**config.mk**
```make
export PLATFORM = sky130hd
export DESIGN_NAME = aud_serclk_gen
export DESIGN_NICKNAME = d
export VERILOG_FILES = /design/src/rtl/aud_serclk_pkg.sv /design/src/rtl/aud_bclk_div.sv /design/src/rtl/aud_sync.sv /design/src/rtl/aud_frame_seq.sv /design/src/rtl/aud_serclk_gen.sv
export SDC_FILE = /design/constraint.sdc
export NUM_CORES = 1
export LEC_CHECK = 0
export BUFFER_PORTS_ARGS = -buffer_cell sky130_fd_sc_hd__buf_2
export CAP_MARGIN = 20
export CORE_ASPECT_RATIO = 1.5
export CORE_MARGIN = 3
export CORE_UTILIZATION = 46
export DETAILED_ROUTE_END_ITERATION = 8
export PLACE_DENSITY = 0.73
export SYNTH_ARGS = -nofsm -noshare
export SYNTH_HDL_FRONTEND = slang
export SYNTH_SLANG_ARGS = --single-unit
```
**constraint.sdc**
```tcl
create_clock -name clk -period 2.5 [get_ports clk]
set_clock_uncertainty 0.15 [all_clocks]
set_input_delay 0.125 -clock clk [delete_from_list [all_inputs] [get_ports clk]]
set_output_delay 0.125 -clock clk [all_outputs]
set_load 0.05 [all_outputs]
```
**src/rtl/aud_serclk_pkg.sv**
```systemverilog
// Shared types for the audio serial clock generator.
// Assumes: mode inputs are static between divider writes.
package aud_serclk_pkg;
    // Mode selection gathered from the top-level inputs.
    typedef struct packed {
        logic master;
        logic strobe_en;
        logic irq_rise;
        logic irq_fall;
        logic irq_word;
    } aud_mode_t;
endpackage

```
**src/rtl/aud_bclk_div.sv**
```systemverilog
// Bit clock divider: the half-period counter toggles sck every DIV+1 clocks.
// Gives one tick per falling sck edge. Idles low when not master.
// Assumes: div_wr is a single-cycle strobe from the register side.
module aud_bclk_div #(
    parameter int DIV_W   = 8,
    parameter int DIV_RST = 8
) (
    input  logic             clk,
    input  logic             rst_n,
    input  logic [DIV_W-1:0] div_val,
    input  logic             div_wr,
    input  logic             run,
    output logic             sck,
    output logic             fall_tick
);
    logic [DIV_W-1:0] div_q;
    logic [DIV_W-1:0] cnt_q;
    logic             sck_q;
    logic             at_lim;

    assign at_lim    = (cnt_q == div_q);
    assign fall_tick = run && !div_wr && at_lim && sck_q;
    assign sck       = sck_q;

    // Divider register, half-period counter and clock phase.
    always_ff @(posedge clk) begin
        if (!rst_n) begin
            div_q <= DIV_W'(DIV_RST);
            cnt_q <= '0;
            sck_q <= 1'b0;
        end else if (div_wr) begin
            div_q <= div_val;
            cnt_q <= '0;
            sck_q <= 1'b0;
        end else if (!run) begin
            cnt_q <= '0;
            sck_q <= 1'b0;
        end else if (at_lim) begin
            cnt_q <= '0;
            sck_q <= ~sck_q;
        end else begin
            cnt_q <= cnt_q + 1'b1;
        end
    end


    cnt_bound_chk: assert property (@(posedge clk) disable iff (!rst_n)
        cnt_q <= div_q);

    sck_hold_chk: assert property (@(posedge clk) disable iff (!rst_n)
        (!div_wr && run && !at_lim) |=> $stable(sck_q));

    restart_chk: assert property (@(posedge clk) disable iff (!rst_n)
        div_wr |=> (!sck_q && cnt_q == '0));
endmodule

```
**src/rtl/aud_sync.sv**
```systemverilog
// Multi-flop synchroniser for asynchronous inputs. It also gives the
// sample one stage later, for edge detection.
// Assumes: inputs hold each level for longer than STAGES+1 clocks.
module aud_sync #(
    parameter int W      = 2,
    parameter int STAGES = 2
) (
    input  logic         clk,
    input  logic         rst_n,
    input  logic [W-1:0] d,
    output logic [W-1:0] q,
    output logic [W-1:0] q_prev
);
    logic [STAGES:0][W-1:0] st;

    // Shift chain: stage 0 samples the pin, the last stage is the edge reference.
    always_ff @(posedge clk) begin
        if (!rst_n) begin
            st <= '0;
        end else begin
            st[0] <= d;
            for (int s = 1; s <= STAGES; s++) begin
                st[s] <= st[s-1];
            end
        end
    end

    assign q      = st[STAGES-1];
    assign q_prev = st[STAGES];
endmodule

```
**src/rtl/aud_frame_seq.sv**
```systemverilog
// Frame sequencer: bit slot counter, word strobe, serial data and interrupt
// selection. It advances once per falling bit clock event.
// Assumes: a 32-slot frame (2*WORD_W), with WORD_W a power of two.
module aud_frame_seq
    import aud_serclk_pkg::*;
#(
    parameter int WORD_W = 16
) (
    input  logic              clk,
    input  logic              rst_n,
    input  logic              restart,
    input  aud_mode_t         mode,
    input  logic              m_tick,
    input  logic              s_tick,
    input  logic              s_ws,
    input  logic [WORD_W-1:0] left_w,
    input  logic [WORD_W-1:0] right_w,
    output logic              ws,
    output logic              sd,
    output logic              in_left,
    output logic              irq
);
    localparam int IDX_W = $clog2(WORD_W);
    localparam int BC_W  = IDX_W + 1;
    localparam logic [BC_W-1:0] HALF = {1'b1, {IDX_W{1'b0}}};

    logic [BC_W-1:0]  bc_q, bc_n, k;
    logic             ws_q, ws_n, sd_q, left_q, irq_q, tick;
    logic [IDX_W-1:0] idx;
    logic             bit_n, chan, ev;

    // Select the active tick and work out the next slot and strobe.
    always_comb begin
        tick = mode.master ? m_tick : s_tick;
        if (mode.master) begin
            bc_n = bc_q + 1'b1;
            ws_n = mode.strobe_en && bc_n[BC_W-1];
        end else begin
            bc_n = (s_ws != ws_q) ? (s_ws ? HALF : '0) : bc_q + 1'b1;
            ws_n = s_ws;
        end
        k     = bc_n - 1'b1;
        chan  = k[BC_W-1];
        idx   = IDX_W'(WORD_W - 1) - k[IDX_W-1:0];
        bit_n = chan ? right_w[idx] : left_w[idx];
        ev    = (mode.irq_rise && !ws_q && ws_n)
             || (mode.irq_fall && ws_q && !ws_n)
             || (mode.irq_word && k[IDX_W-1:0] == '0);
    end

    // Frame state registers, advanced on each tick.
    always_ff @(posedge clk) begin
        if (!rst_n || restart) begin
            bc_q   <= '0;
            ws_q   <= 1'b0;
            sd_q   <= 1'b0;
            left_q <= 1'b0;
            irq_q  <= 1'b0;
        end else begin
            irq_q <= tick && ev;
            if (tick) begin
                bc_q   <= bc_n;
                ws_q   <= ws_n;
                sd_q   <= bit_n;
                left_q <= !chan;
            end
        end
    end

    assign ws      = ws_q;
    assign sd      = sd_q;
    assign in_left = left_q;
    assign irq     = irq_q;


    irq_pulse_chk: assert property (@(posedge clk) disable iff (!rst_n)
        irq_q |=> !irq_q);

    ws_hold_chk: assert property (@(posedge clk) disable iff (!rst_n)
        (!tick && !restart) |=> ($stable(ws_q) && $stable(sd_q)));

    restart_clear_chk: assert property (@(posedge clk) disable iff (!rst_n)
        restart |=> (!ws_q && !irq_q));
endmodule

```
**src/rtl/aud_serclk_gen.sv**
```systemverilog
// Top level: bit clock divider, external input synchroniser and frame
// sequencer, wired for master or slave operation.
// Assumes: mode inputs change only together with a divider write.
module aud_serclk_gen
    import aud_serclk_pkg::*;
#(
    parameter int DIV_W   = 8,
    parameter int DIV_RST = 8,
    parameter int WORD_W  = 16,
    parameter int SYNC_N  = 2
) (
    input  logic              clk,
    input  logic              rst_n,
    input  logic [DIV_W-1:0]  div_val,
    input  logic              div_wr,
    input  logic              mode_master,
    input  logic              mode_strobe_en,
    input  logic              mode_irq_rise,
    input  logic              mode_irq_fall,
    input  logic              mode_irq_word,
    input  logic [WORD_W-1:0] tx_left,
    input  logic [WORD_W-1:0] tx_right,
    input  logic              ext_sck,
    input  logic              ext_ws,
    output logic              sck_out,
    output logic              ws_out,
    output logic              sd_out,
    output logic              irq,
    output logic              stat_ws,
    output logic              stat_left
);
    aud_mode_t  mode;
    logic       m_sck, m_tick, s_tick, ws_i;
    logic [1:0] ext_q, ext_p;

    assign mode = '{master: mode_master, strobe_en: mode_strobe_en,
                    irq_rise: mode_irq_rise, irq_fall: mode_irq_fall,
                    irq_word: mode_irq_word};

    aud_bclk_div #(.DIV_W(DIV_W), .DIV_RST(DIV_RST)) u_div (
        .clk(clk), .rst_n(rst_n), .div_val(div_val), .div_wr(div_wr),
        .run(mode_master), .sck(m_sck), .fall_tick(m_tick)
    );

    aud_sync #(.W(2), .STAGES(SYNC_N)) u_sync (
        .clk(clk), .rst_n(rst_n), .d({ext_ws, ext_sck}),
        .q(ext_q), .q_prev(ext_p)
    );

    // Falling edge of the synchronised external clock, used only in slave mode.
    assign s_tick = !mode_master && !ext_q[0] && ext_p[0];

    aud_frame_seq #(.WORD_W(WORD_W)) u_seq (
        .clk(clk), .rst_n(rst_n), .restart(div_wr), .mode(mode),
        .m_tick(m_tick), .s_tick(s_tick), .s_ws(ext_q[1]),
        .left_w(tx_left), .right_w(tx_right),
        .ws(ws_i), .sd(sd_out), .in_left(stat_left), .irq(irq)
    );

    assign sck_out = m_sck;
    assign ws_out  = mode_master && ws_i;
    assign stat_ws = ws_i;


    slave_quiet_chk: assert property (@(posedge clk) disable iff (!rst_n)
        (!mode_master && !div_wr) |=> (!sck_out && !ws_out));
endmodule

```
==> flow_summary.toml, run 1 <==
[routing]
viasPerCell = 5.266
antenna_left = 0
drc = 0
wl_per_cell_microns = 13.04
totalWireLength_microns = 4370
first_iter_violations = 92
dr_total_vias = 1764
first_pass_iters = 4

[clock_tree]
htree_levels = 2
cts_tree = "built"
cts_buffer_depth = 2
root_buffer = "clkbuf_8"
post-cts-setup-buffers = 0
clk_pin_slew_ns = 0.07
numCtsBuffers = 5
clock_latency_ns = 0.29
clock_sinks = 31

[sta]
final-hold-violation-count = 0
finalSetupViolations = 0
relSlewSlack = 0.4386
fmax_mhz = 424.8
fin_crit_sh = 0.9415
worst_slack_ns = 0.1461
drv_slew = 0
tightest_slew_ns = 0.8421
post-route-min-period_ns = 2.354
hold_slack_ns = 0.06110

[power]
p_int_uw = 947.9
pwr-share-seq = 0.420
power_mw = 1.222
p_per_area_nw_per_um2 = 494.6
leakage_nw = 1.050
switching_share = 0.2243
p_clk_frac = 0.453
irDropWorstVdd_mv = 0.4498
power_frac_comb = 0.126
p_sw_uw = 274.2

[grt]
grt_antenna_before_repair = 0
grt_pass1_wl_microns = 7300
overflow = 0
grt_max_degree = 18
grt_pass1_vias = 1690
track_usage = 0.1912

[place]
dp_slack_ns = 0.03137
place_congestion = 0.8359
numPortBuffers = 55
dp_hpwl_microns = 3365

[final_layout]
area_delta_synth_final_pct = 33.54
n_antenna_cell = 0
utilization = 0.6531
drive_gt1_frac = 0.2911
nets = 345

[yosys]
ys_warn_count = 0
async_flop_share = 0
yosysSeqAreaShare = 0.3354
synthCells = 220
synth_ff_type = "dfxtp_1"
synthDominantCellAreaShare = 0.3354
synth_top_area_cell = "dfxtp_1"
synth_area_leaders = "dfxtp_1 (34%), xnor2_1 (7.6%), mux2i_1 (6.5%)"
syn-num-nets = 274
synth_cell_type_count = 43
synthesis.area_sq_um = 1851
synth-edff-count = 0
synth-seq-cells = 31
avgSynthCellArea_sq_um = 8.411

[hold_path]
hp-start = "rst_n"
hold_path_end = "u_div.div_q[7]"
holdCritPathClass = "in2reg"
hold_depth = 2

[floorplanning]
die_w_microns = 57.79
coreArea_sq_um = 3784
rows = 27
start_util = 0.4891
io_pins = 56
fp.dieArea_sq_um = 4835
die_y_microns = 83.68

[setup_path]
cp.arrival_ns = 2.37
endpoint_kind = "flop"
path_class = "reg2reg"
required_ns = 2.52
r2r_end = "u_seq.sd"
rrSetupSlack_ns = 0.15
start_kind = "flop"
reg2regPathDepth = 9
path_max_fanout = 5
r2r_start = "u_sync.q[1]"

[run_status]
status = "finished clean"

[run]
cap_violations = 0
-- cell usage after synthesis (2+ instances only) --
master / n
buf_6: 3
nor2_1: 26
nor2b_1: 8
dfxtp_1: 31
a21o_1: 4
buf_4: 2
ha_1: 4
clkbuf_1: 3
o21ai_0: 3
nand2_1: 27
xnor2_1: 16
nor3_1: 4
mux2i_1: 12
a221o_1: 2
a31o_1: 4
nand4b_1: 2
o221ai_1: 3
a21oi_1: 17
inv_1: 3
xor2_1: 5
and2_1: 7
nand3_1: 10
nand4_1: 4
-- stage by stage --
step / cell area [sq um] / TNS (ns) / std cells
finish: 2471 / 0 / 335
global route: 2471 / -0.0009659 / 335
CTS: 2454 / 0 / 335
detailed placement: 2212 / 0 / 316
global placement: 2212 / 0 / 316
floorplan: 1899 / 0 / 220
-- worst max-delay path by stage --
| stage | to | slack (ns) | depth (start not counted) | start |
|---|---|---|---|---|
| 6_report | u_seq.sd | 0.15 | 9 | u_sync.q[1] |
| 3_3_place_gp | u_seq.sd | 0.14 | 11 | u_sync.q[1] |
| 2_1_floorplan | u_seq.sd | 0.02 | 10 | u_seq.ws |
| 3_5_place_dp | u_seq.sd | 0.03 | 11 | u_sync.q[1] |
| 4_1_cts | u_seq.sd | 0.007 | 11 | u_sync.q[1] |
| 5_1_grt | u_seq.sd | -0.001 | 8 | u_seq.bc_q[1] |
-- cell usage in the layout, fill, tap and decap left out, types with 2 or more instances in the layout --
cell type,count
o221ai_1,3
a21o_1,4
a31o_1,4
and2_1,7
o21ai_0,3
buf_4,9
dlygate4sd3_1,11
nor2_1,26
nor3_1,4
dfxtp_1,29
dfxtp_4,2
a21oi_1,17
inv_1,3
a221o_1,2
clkbuf_8,5
nor2b_1,8
nand4b_1,2
nand2_1,27
nand3_1,10
xor2_1,3
buf_2,55
nand4_1,4
xnor2_1,16
xor2_2,3
mux2i_1,12
ha_1,3
-- critical path, stage by stage (launching register included) --
cell	delay [ns]
dfxtp_4	0.38
xnor2_4	0.26
o21ai_0	0.11
buf_4	0.16
ha_4	0.16
xnor2_1	0.37
a21oi_1	0.08
a221o_1	0.38
nand4_1	0.10
nand3_1	0.08
-- logic make-up (layout without fill, tap and decap cells) --
logic type,count (synthesis),count (layout),synth area share
and+or+nand+nor,94,94,0.2421
AOI/OAI and AO/OA,41,41,0.1643
DFF,31,31,0.3354
xor gates and xnor gates,23,23,0.1170
buffers and inverters,15,87,0.04935
muxes,12,12,0.06491
adders and majority gates,4,4,0.02705
-- power groups by stage --
| stage | clock network, mW | logic [mW] | registers, mW |
|---|---|---|---|
| after floorplan | 0 | 0.0871 | 0.525 |
| after global placement | 0 | 0.140 | 0.525 |
| after detailed placement | 0 | 0.141 | 0.526 |
| after CTS | 0.569 | 0.155 | 0.514 |
| after global routing | 0.594 | 0.172 | 0.515 |
| final | 0.554 | 0.154 | 0.514 |
-- final cells by class --
cell class              count  area [sq um]
clock buffers               6         93.84
clock inverters             2         37.54
well taps                  43         53.80
flip-flops and latches     31         628.1
repair buffers             75         452.9
inverters                   4         15.01
fillers                   346          1313
multi-input cells         174          1190
-- repair_timing --
item                                    in CTS  in global routing
hold buffers                                11                  0
resized for setup                            0                  3
endpoints found under the setup margin       0                  2
hold endpoints to repair                    10                  0
-- layer usage --
layer	global-route usage	vias to the layer above	routed length (microns)
met1	0.1866	799	1655
met2	0.3560	56	2341
met5	0	-	0
met4	0.09494	0	118
met3	0.04644	9	255
li1	-	900	-
-- flip-flops by register name, summed over array words and instances, names as in the netlist --
name / flops
u_sync.q: 2
u_div.cnt_q: 8
u_seq.ws: 1
u_div.sck: 1
u_sync.q_prev: 1
u_seq.in_left: 1
u_seq.irq: 1
u_sync.st: 2
u_div.div_q: 8
u_seq.sd: 1
u_seq.bc_q: 5
Note: power is estimated with default switching activity, not from simulation.
==> run 2, diff against run 1 <==
--- a/config.mk
+++ b/config.mk
@@ -9,9 +9,9 @@
 export CAP_MARGIN = 20
 export CORE_ASPECT_RATIO = 1.5
 export CORE_MARGIN = 3
-export CORE_UTILIZATION = 46
+export CORE_UTILIZATION = 55
 export DETAILED_ROUTE_END_ITERATION = 8
-export PLACE_DENSITY = 0.73
+export PLACE_DENSITY = 0.83
 export SYNTH_ARGS = -nofsm -noshare
 export SYNTH_HDL_FRONTEND = slang
 export SYNTH_SLANG_ARGS = --single-unit
==> constraint.sdc (replaced) <==
create_clock -name clk -period 2.9 [get_ports clk]
set_clock_uncertainty 0.15 [all_clocks]
set_input_delay 0.145 -clock clk [delete_from_list [all_inputs] [get_ports clk]]
set_output_delay 0.145 -clock clk [all_outputs]
set_load 0.05 [all_outputs]
==> run 2 against run 1 <==
  * Design area shrank 6.9%
  * Final cell count shrank 3.6%
  * Critical path depth increased by 1
  * Clock power decreased by 43%
  * Worst setup slack improved by 0.078 ns
  * Hold slack got worse by 0.059 ns
  * First-iteration DRC count down 75%
  * Global-route usage grew 3.1 points
  * Sequential cell count stayed put
  * Utilization grew 6.8 points
  * Largest cell class unchanged
==> flow_summary.toml, run 2 (synthesis results as in run 1) <==
[run_status]
status = "finished clean"

[final_layout]
n_antenna_cell = 0
design_area_sq_um = 2300
nets = 336
seq_area_sq_um = 621.8
instances_no_fill = 323
reg_top3 = "u_div.cnt_q (8), u_div.div_q (8), u_seq.bc_q (5)"
final_common_cell = "buf_2"
multiInputGateArea_sq_um = 1151
drive_gt1_frac = 0.2544
fillCellCount = 263
final_cell_mix = "buf_2 (55), dfxtp_1 (30), nand2_1 (27)"
area_delta_synth_final_pct = 24.27

[setup_path]
r2r_start = "u_seq.ws"
reg2regPathDepth = 10
endpoint_kind = "flop"
cp.arrival_ns = 2.69
rrSetupSlack_ns = 0.22
start_kind = "flop"
path_max_fanout = 12
r2r_end = "u_seq.sd"
required_ns = 2.92
path_class = "reg2reg"

[sta]
post-route-min-period_ns = 2.676
finalSetupViolations = 0
finalSetupTns_ns = 0
tightest_slew_ns = 0.5885
drv_slew = 0
worst_slack_ns = 0.2239
fmax_mhz = 373.7
fin_crit_sh = 0.9228
rsz0062_at_grt = "false"
relSlewSlack = 0.6077
final-hold-violation-count = 0

[floorplanning]
coreArea_sq_um = 3191
rows = 25
die_w_microns = 53.36
start_util = 0.5800
die_y_microns = 77.04
fp.dieArea_sq_um = 4111
io_pins = 56

[power]
leakage_nw = 0.9867
irDropWorstVdd_mv = 0.5400
p_per_area_nw_per_um2 = 384.2

[hold_path]
hp-start = "div_val[4]"
hold_path_end = "u_div.div_q[4]"
hold_depth = 3
holdCritPathClass = "in2reg"

[grt]
track_usage = 0.2218
grt_pass1_vias = 1632
met2_usage = 0.4042
grt_antenna_before_repair = 0
overflow = 0
met3_usage = 0.04660
grt_pass1_wl_microns = 6941
grt-busiest-layer = "met2"
gr-usage-met1 = 0.2304
grt_max_degree = 18

[routing]
viasPerCell = 5.322
dr_total_vias = 1719
drc = 0
wl_per_cell_microns = 12.91
first_iter_violations = 23
first_pass_iters = 4
totalWireLength_microns = 4170
antenna_left = 0

[place]
dp_slack_ns = 0.05437
dp_hpwl_microns = 3154
placed_cell_area_sq_um = 2116
dp_cells = 306
numPortBuffers = 55
place_congestion = 0.8646

[run]
cap_violations = 0

[clock_tree]
cts_buffer_depth = 2
clock_sinks = 31
post-cts-setup-buffers = 0
root_buffer = "clkbuf_8"
numCtsBuffers = 5
htree_levels = 2
clock_latency_ns = 0.28
cts_tree = "built"
clk_pin_slew_ns = 0.06
==> run 2: cell count changes in the layout (fill, tap and decap cells not counted), moves of 2 or more <==
| cell | change |
|---|---|
| dlygate4sd3_1 | -2 |
| buf_4 | -7 |
| xor2_2 | -2 |
| xor2_1 | +2 |
| clkbuf_1 | +2 |
| dfxtp_4 | -2 |
==> run 2: layout make-up <==
class                   instances  share of cell area
clock buffers                   7             0.03319
repair buffers                 66              0.1654
multi-input cells             174              0.5005
inverters                       4            0.006529
clock inverters                 1            0.002176
flip-flops and latches         31              0.2704
well taps                      40             0.02176
==> run 2: worst max path at each step <==
stage	slack (ns)	depth (start not counted)	from	to
finish	0.22	10	u_seq.ws	u_seq.sd
CTS	0.04	10	u_seq.ws	u_seq.sd
global placement	0.18	10	u_seq.ws	u_seq.sd
global route	0.003	10	u_seq.ws	u_seq.sd
floorplan	0.18	11	u_seq.ws	u_seq.sd
detailed placement	0.05	10	u_seq.ws	u_seq.sd
==> run 2: worst max-delay path, cell delays in order, from the launching register on <==
cell and delay [ns]:
dfxtp_2 0.47, xnor2_2 0.17, o21ai_1 0.24, ha_1 0.27
inv_1 0.11, a21oi_1 0.14, mux2i_1 0.09, o221a_1 0.28
a2111oi_4 0.40, nand4b_1 0.16, nand3_1 0.07
==> run 2: per-layer routing <==
layer,vias up,routed length [microns]
li1,881,-
met1,777,1598
met2,55,2263
met3,6,244
met4,0,63
met5,-,0
==> run 2: what timing repair did <==
action / in CTS / in global routing
setup endpoints to repair: 0 / 2
hold endpoints to repair: 9 / 0
hold buffers: 9 / 0
gates resized for setup: 0 / 2
==> run 2: through the flow <==
| step | power [mW] | hold WS, ns | utilization |
|---|---|---|---|
| after floorplan | 0.5251 | 0.1223 | - |
| after CTS | 0.8992 | 0.004194 | 0.7169 |
| after global routing | 0.9307 | 0.02523 | 0.7208 |
| after global placement | 0.5668 | 0.1994 | 0.6631 |
| final | 0.8836 | 0.002293 | 0.7208 |
| after detailed placement | 0.5681 | 0.2042 | 0.6631 |
==> run 2: power by group <==
group / switching (mW) / internal [mW] / leakage (nW)
Combinational: 0.0575 / 0.0670 / 0.691
Clock: 0.146 / 0.168 / 0.0422
Sequential: 0.00791 / 0.437 / 0.253
Total: 0.212 / 0.672 / 0.987
